`src/rtl/ext_irq_pkg.sv`:
```
package ext_irq_pkg;
    localparam logic [11:0] ADDR_MASK_DEF = 12'hBE0;
    localparam logic [11:0] ADDR_PEND_DEF = 12'hFE0;
    localparam logic [11:0] ADDR_IDX_DEF  = 12'hFE4;
    localparam logic [31:0] CAUSE_EXT     = 32'h8000_000B;
endpackage

```
`src/rtl/irq_prio_enc.sv`:
```
module irq_prio_enc #(
    parameter int N     = 32,
    parameter int IDX_W = $clog2(N)
) (
    input  logic [N-1:0]     req,
    output logic             valid,
    output logic [IDX_W-1:0] idx
);
    always_comb begin
        valid = 1'b0;
        idx   = '0;
        // Scan downward so the lowest set bit is written last and wins.
        for (int i = N - 1; i >= 0; i--) begin
            if (req[i]) begin
                valid = 1'b1;
                idx   = IDX_W'(i);
            end
        end
    end
endmodule

```
`src/rtl/irq_csr_mux.sv`:
```
module irq_csr_mux #(
    parameter int          N         = 32,
    parameter int          XLEN      = 32,
    parameter int          ADDR_W    = 12,
    parameter int          SCALED_W  = 7,
    parameter logic [11:0] ADDR_MASK = 12'hBE0,
    parameter logic [11:0] ADDR_PEND = 12'hFE0,
    parameter logic [11:0] ADDR_IDX  = 12'hFE4
) (
    input  logic [ADDR_W-1:0]   addr,
    input  logic [N-1:0]        mask,
    input  logic [N-1:0]        lines,
    input  logic [SCALED_W-1:0] idx_scaled,
    output logic [XLEN-1:0]     rdata
);
    always_comb begin
        rdata = '0;
        if (addr == ADDR_W'(ADDR_MASK))      rdata = XLEN'(mask);
        else if (addr == ADDR_W'(ADDR_PEND)) rdata = XLEN'(lines);
        else if (addr == ADDR_W'(ADDR_IDX))  rdata = XLEN'(idx_scaled);
    end
endmodule

```
`src/rtl/ext_irq_sel.sv`:
```
module ext_irq_sel
    import ext_irq_pkg::*;
#(
    parameter int          NUM_LINES = 32,
    parameter int          XLEN      = 32,
    parameter int          ADDR_W    = 12,
    parameter logic [11:0] ADDR_MASK = ADDR_MASK_DEF,
    parameter logic [11:0] ADDR_PEND = ADDR_PEND_DEF,
    parameter logic [11:0] ADDR_IDX  = ADDR_IDX_DEF
) (
    input  logic                 clk,
    input  logic                 rst_n,
    input  logic [NUM_LINES-1:0] irq_in,
    input  logic [ADDR_W-1:0]    csr_addr,
    input  logic [XLEN-1:0]      csr_wdata,
    input  logic                 csr_wen,
    output logic [XLEN-1:0]      csr_rdata,
    input  logic                 core_meie,
    input  logic                 core_gie,
    output logic                 meip,
    output logic                 sel_valid,
    output logic                 irq_take,
    output logic [XLEN-1:0]      trap_cause
);
    localparam int IDX_W    = $clog2(NUM_LINES);
    localparam int SCALED_W = IDX_W + 2;

    typedef struct packed {
        logic [NUM_LINES-1:0] mask;
        logic [NUM_LINES-1:0] lines;
    } state_t;

    state_t state_d, state_q;

    logic [NUM_LINES-1:0] req;
    logic [IDX_W-1:0]     win_idx;
    logic [SCALED_W-1:0]  idx_scaled;

    always_comb begin
        state_d       = state_q;
        state_d.lines = irq_in;
        if (csr_wen && csr_addr == ADDR_W'(ADDR_MASK)) begin
            state_d.mask = csr_wdata[NUM_LINES-1:0];
        end
    end

    always_ff @(posedge clk) begin
        if (!rst_n) begin
            state_q.mask  <= '0;
            state_q.lines <= irq_in;
        end else begin
            state_q <= state_d;
        end
    end

    assign req = state_q.lines & state_q.mask;

    irq_prio_enc #(.N(NUM_LINES), .IDX_W(IDX_W)) u_enc (
        .req   (req),
        .valid (sel_valid),
        .idx   (win_idx)
    );

    assign idx_scaled = sel_valid ? {win_idx, 2'b00} : '0;

    irq_csr_mux #(
        .N(NUM_LINES), .XLEN(XLEN), .ADDR_W(ADDR_W), .SCALED_W(SCALED_W),
        .ADDR_MASK(ADDR_MASK), .ADDR_PEND(ADDR_PEND), .ADDR_IDX(ADDR_IDX)
    ) u_mux (
        .addr       (csr_addr),
        .mask       (state_q.mask),
        .lines      (state_q.lines),
        .idx_scaled (idx_scaled),
        .rdata      (csr_rdata)
    );

    assign meip       = |req;
    assign irq_take   = meip & core_meie & core_gie;
    assign trap_cause = irq_take ? XLEN'(CAUSE_EXT) : '0;
endmodule

```
`config.mk`:
```
export PLATFORM = sky130hd
export DESIGN_NAME = ext_irq_sel
export DESIGN_NICKNAME = d
export VERILOG_FILES = /design/src/rtl/ext_irq_pkg.sv /design/src/rtl/irq_prio_enc.sv /design/src/rtl/irq_csr_mux.sv /design/src/rtl/ext_irq_sel.sv
export SDC_FILE = /design/constraint.sdc
export NUM_CORES = 1
export LEC_CHECK = 0
export CAP_MARGIN = 20
export CORE_MARGIN = 1
export CORE_UTILIZATION = 42
export DETAILED_ROUTE_END_ITERATION = 7
export GPL_TIMING_DRIVEN = 0
export PLACE_DENSITY = 0.78
export REMOVE_ABC_BUFFERS = 1
export SYNTH_ARGS = -nofsm -noshare
export SYNTH_HDL_FRONTEND = slang
export SYNTH_SLANG_ARGS = --single-unit
export TNS_END_PERCENT = 10
```
`constraint.sdc`:
```
create_clock -name clk -period 2.73 [get_ports clk]
set_clock_uncertainty 0.2 [all_clocks]
set_input_delay 0.4095 -clock clk [delete_from_list [all_inputs] [get_ports clk]]
set_output_delay 0.4095 -clock clk [all_outputs]
set_load 0.03 [all_outputs]
```
[Word-level counts from Yosys, hierarchy flattened]
Index checks and enable logic that the tools add are counted.
Word-level totals
  flip-flop bits (word level): 64
  bits in latches: 0
  memory bits (writable): 0
  memory bits (read-only): 0
  output and inout port bits: 67
  logic and storage cells: 79
  memories kept: 0
Operators by class
  add/subtract/negate cells: 0
  multipliers: 0
  divide/modulo/power cells: 0
  magnitude comparators: 0
  equal/unequal tests: 3
  shifts and indexed selects: 0
  multiplexer cells: 69
  bitwise logic cells: 3
  reduce and logical (&&, ||, !) cells: 2
Operators with widths (count)
  $mux W5: 32
  $mux W32: 3
  $eq A12 B12 Y1 const B: 3
  $and A32 B32 Y32: 1
  $mux W1: 32
  $reduce_or A32 Y1: 1
  $mux W7: 2
  $and A1 B1 Y1: 2
  $logic_and A1 B1 Y1: 1

[Longest topological paths before layout]
  depth in word-level cells: 37
  depth in mapped cells: 9
  mapped depth without buffers: 6

[Hierarchy]
From an unflattened synthesis, not the netlist that was laid out.
Second synthesis, totals
  cells, all modules: 373
  area, all modules: 3636.0 um2
By module, submodules not included
  ext_irq_sel: times used 1, cells an instance 222, area an instance 2478.6 um2
  irq_csr_mux: times used 1, cells an instance 86, area an instance 787.0 um2
  irq_prio_enc: times used 1, cells an instance 65, area an instance 370.4 um2

[Worst setup path after synthesis]
OpenSTA, ideal clock, no wires.
  path type: input to output
  start point: in csr_addr[1]
  end point: out csr_rdata[2]
  arrival: 2207 ps
  required time: 2121 ps
  path slack: -87 ps
  stages on the path: 5
  path buffers: 2
  path through: or4b_1 -> or4_1 -> buf_2 -> clkbuf_1 -> o22ai_1
Between the ends
  cells in the longest elaborated chain, start to end: 4
RTL lines
  start: declaration: RTL line ext_irq_sel.sv:14  | input logic [ADDR_W-1:0] csr_addr,
  $eq A12 B12 Y1: RTL line irq_csr_mux.sv:20  | else if (addr == ADDR_W'(ADDR_IDX)) rdata = XLEN'(idx_scaled);
  $mux W7: RTL line irq_csr_mux.sv:20
  $mux W32: RTL line irq_csr_mux.sv:19  | else if (addr == ADDR_W'(ADDR_PEND)) rdata = XLEN'(lines);
  $mux W32 *: RTL line irq_csr_mux.sv:18  | if (addr == ADDR_W'(ADDR_MASK)) rdata = XLEN'(mask);
  end: declaration: RTL line ext_irq_sel.sv:17  | output logic [XLEN-1:0] csr_rdata,
Mark *: on every way between the ends. The rest lies on a longest branch, timed or not.

[Final worst setup path]
  start point: in csr_addr[3]
  end point: out csr_rdata[6]
The elaborated chain is that of the path after synthesis.

==> impl_results.md <==
* Clk Latency, worst-skew pair at 0.33 ns
* Async S/R FF share, synth at 0%
* Area leader, netlist: dfxtp_1
* Drt pass-1 iters at 4
* Seq/Total Area, Yosys at about two fifths
* Ant diodes at 0
* Critical Path RT at 2.12 ns
* DRT antenna net count at 0
* Number of global-route vias before repair at approximately 3.1k
* Die width at just over 90 um
* Design Area, Final at between 0.004 and 0.005 mm^2
* CTS tree: yes
* Failing checks: setup timing
* Worst hold path type: flip-flop to flip-flop
* Yosys cell types at 46
* Clock Tree Buf Depth at 2
* Post-synth top area share at 38.73%
* Yosys warnings at 0
* Top reg by flops: state_q
* Max-cap violations at 0
* Gpl congestion at 0.8674
* Placed Area at approximately 0.0044 mm^2
* Number of CTS-inserted buffers at 9
* CP Class: input pin to output pin
* CP arrival at 2.27 ns
* Relative slew slack at 28.26%
* Ys flop type: dfxtp_1
* Avg Vias per Cell at 5.221
* Htree depth at 3
* Iteration-0 DRC Markers at 102
* Nets at 576
* Core ar. at 0.007447 mm^2
* Max reg flops at between 60 and 70
* Starting Density at 44.42%
* Synth Instances at 377
* Slew @ Worst Pin at 1.073 ns
* Met1 Use GR at 25.10%
* Initial antenna violation count at 0
* Fmax at 347.5 MHz
* Maximum vdd ir drop at 0.0003395 V
* Largest stage delay on the critical path at 0.55 ns
* Overall power at 1998 uW
* Crit end category: output pin
* # fillers at 592
* Synth area leaders: dfxtp_1 39%, a21boi_2 10%, nand2_1 10%
* Drt wl/cell at approximately 15 um
* Biggest regs: state_q (64)
* Global-route met2 utilization at 36.99%
* Minimum clock period at between 2 and 3 ns
* Height of the die at 90.75 um
* Total grt overflow at 0
* Final hold vios at 0
* Finished Core Util at between 60 and 70%
* Crit start category: input pin
* Pin count of the biggest net entering global routing at 33
* P_leak at 0.001991 uW
* Status: finished with violations
* Area Growth Syn to Fin at 48.11%
* Slew Limit Fails at 0
* GR peak layer: met2
* Critical path's slowest cell: or4b_4
* Std-Cell Rows at 31
* PnR worst setup slack at -0.1478 ns
* Layout cells sized above 1 at 26.65%
* Gr usage total at 21.34%
* Final hold slack at 0.2844 ns
* Hold buffers post-CTS at 0
* Total die area at between 0.008 and 0.009 mm^2
* Vias at 3,122
* Period utilization at 105.4%
* Crit-path cells: buf_6, or4b_4, nor4_4, nand3_2, nor4_2, o22a_1, buf_6
* Reg clk slew, reported paths at 0.07 ns
* EDFF count, synth at 0
* Syn avg cell area at 8.775 um^2
* Detailed Place HPWL at 6.349 mm
* Ports at 148
* Most prevalent standard cell on the critical path: buf_6
* RSZ-0062 raised after global routing: yes
* Mapped cell area at 0.003308 mm^2
* Total Wirelength at 9.008 mm
* Worst Path Max Fanout at 4
* Port Buffers at 119
* DRC Markers at 0
* FF+latch count, synth at 64
* Met3 Use GR at 5.387%
* Root buffer cell: clkbuf_8
* First-pass GRT wire length at about 14 mm
* Setup violations, final at 15
* CTS Sinks at 64
* P per Cell Area at 407.7 mW/mm^2
## kinds of logic after synthesis
group	synth area share, %
flops	38.73
compound gates	23.07
buf+inv	10.93
simple gates	18.68
mux	8.472
other cells	0.1134
## cells in the mapped netlist (3+ instances only)
library cell / n
a22oi_1: 10
buf_1: 4
dfxtp_1: 64
buf_4: 32
a32o_1: 4
a22o_1: 7
o22a_1: 3
nor2_1: 29
inv_1: 3
a21boi_2: 30
a211oi_1: 3
nand3_1: 8
clkbuf_1: 9
nand4_1: 3
buf_8: 3
a21oi_1: 7
nand2_1: 90
a221oi_1: 3
mux2i_1: 28
a21boi_0: 4
o211ai_1: 3
## critical path: cells and delay by family
family	cells	cell delay (ns)
AOI/OAI and AO/OA	1	0.22
buffers and inverters	2	0.23
and+or+nand+nor	4	1.41
## layer usage
| metal | vias to the layer above | wire length [um] |
|---|---|---|
| met5 | - | 0 |
| met4 | 0 | 164 |
| met3 | 17 | 556 |
| met2 | 143 | 4351 |
| met1 | 1470 | 3935 |
| li1 | 1492 | - |
## what timing repair did
item                                    in CTS  in global routing
endpoints found under the setup margin      71                 71
pin swaps                                   14                 13
resized for setup                          268                 36
cloned                                       0                  0
setup buffers                                6                  2
## path summary, 6_finish.rpt
| path | from | end | slack (ns) | cells past startpoint |
|---|---|---|---|---|
| max | csr_addr[3] | csr_rdata[6] | -0.15 | 7 |
| min | state_q[33]$_SDFFE_PN0P_ | state_q[33]$_SDFFE_PN0P_ | 0.28 | 2 |
| max reg2reg | state_q[47]$_SDFFE_PN0P_ | state_q[47]$_SDFFE_PN0P_ | 1.80 | 2 |
| min reg2reg | state_q[33]$_SDFFE_PN0P_ | state_q[33]$_SDFFE_PN0P_ | 0.28 | 2 |
## cells in the final DEF, fill, tap and decap left out, types with 2 or more instances in the layout
master | Yosys | layout
a211oi_1 | 3 | 2
a21boi_0 | 4 | 4
a21boi_2 | 30 | 30
a21oi_1 | 7 | 6
a221oi_1 | 3 | 2
a22o_1 | 7 | 7
a22oi_1 | 10 | 4
a22oi_2 | 0 | 6
a32o_1 | 4 | 4
a32oi_1 | 2 | 2
buf_12 | 0 | 3
buf_2 | 1 | 6
buf_4 | 32 | 23
buf_6 | 1 | 16
clkbuf_1 | 9 | 2
clkbuf_2 | 0 | 2
clkbuf_8 | 0 | 10
clkdlybuf4s15_2 | 0 | 2
clkdlybuf4s50_1 | 0 | 69
conb_1 | 1 | 28
dfxtp_1 | 64 | 64
dlymetal6s2s_1 | 0 | 6
inv_1 | 3 | 3
mux2i_1 | 28 | 28
nand2_1 | 90 | 89
nand3_1 | 8 | 5
nand3_2 | 0 | 3
nand4_1 | 3 | 3
nor2_1 | 29 | 20
nor2_4 | 0 | 9
o211ai_1 | 3 | 3
o22a_1 | 3 | 3
## final cells by class
type | count | area [um^2] | area share [%]
timing repair buffer | 130 | 1292 | 26.38
multi-input combinational | 287 | 2003 | 40.88
tap | 99 | 123.9 | 2.528
clock buffer | 12 | 145.1 | 2.962
clock inverter | 3 | 42.54 | 0.8682
inverter | 3 | 11.26 | 0.2298
sequential | 64 | 1281 | 26.15
## where the power goes
part,total (uW),internal (uW),switching [uW],leakage (uW)
Combinational,233,129,103,0.00137
Sequential,983,959,23.8,0.000528
Clock,782,441,341,0.0000925
Total,2000,1530,468,0.00199
## metrics by stage
stage | cells | setup TNS [ns] | worst slack [ns]
after floorplan | 354 | -17.59 | -0.3564
after global placement | 572 | -90.04 | -2.260
after detailed placement | 575 | -72.35 | -1.420
after CTS | 596 | -1.654 | -0.2537
after global routing | 598 | -1.696 | -0.2354
final | 598 | -0.7745 | -0.1478
No activity file was read; power rests on OpenSTA's default activity.
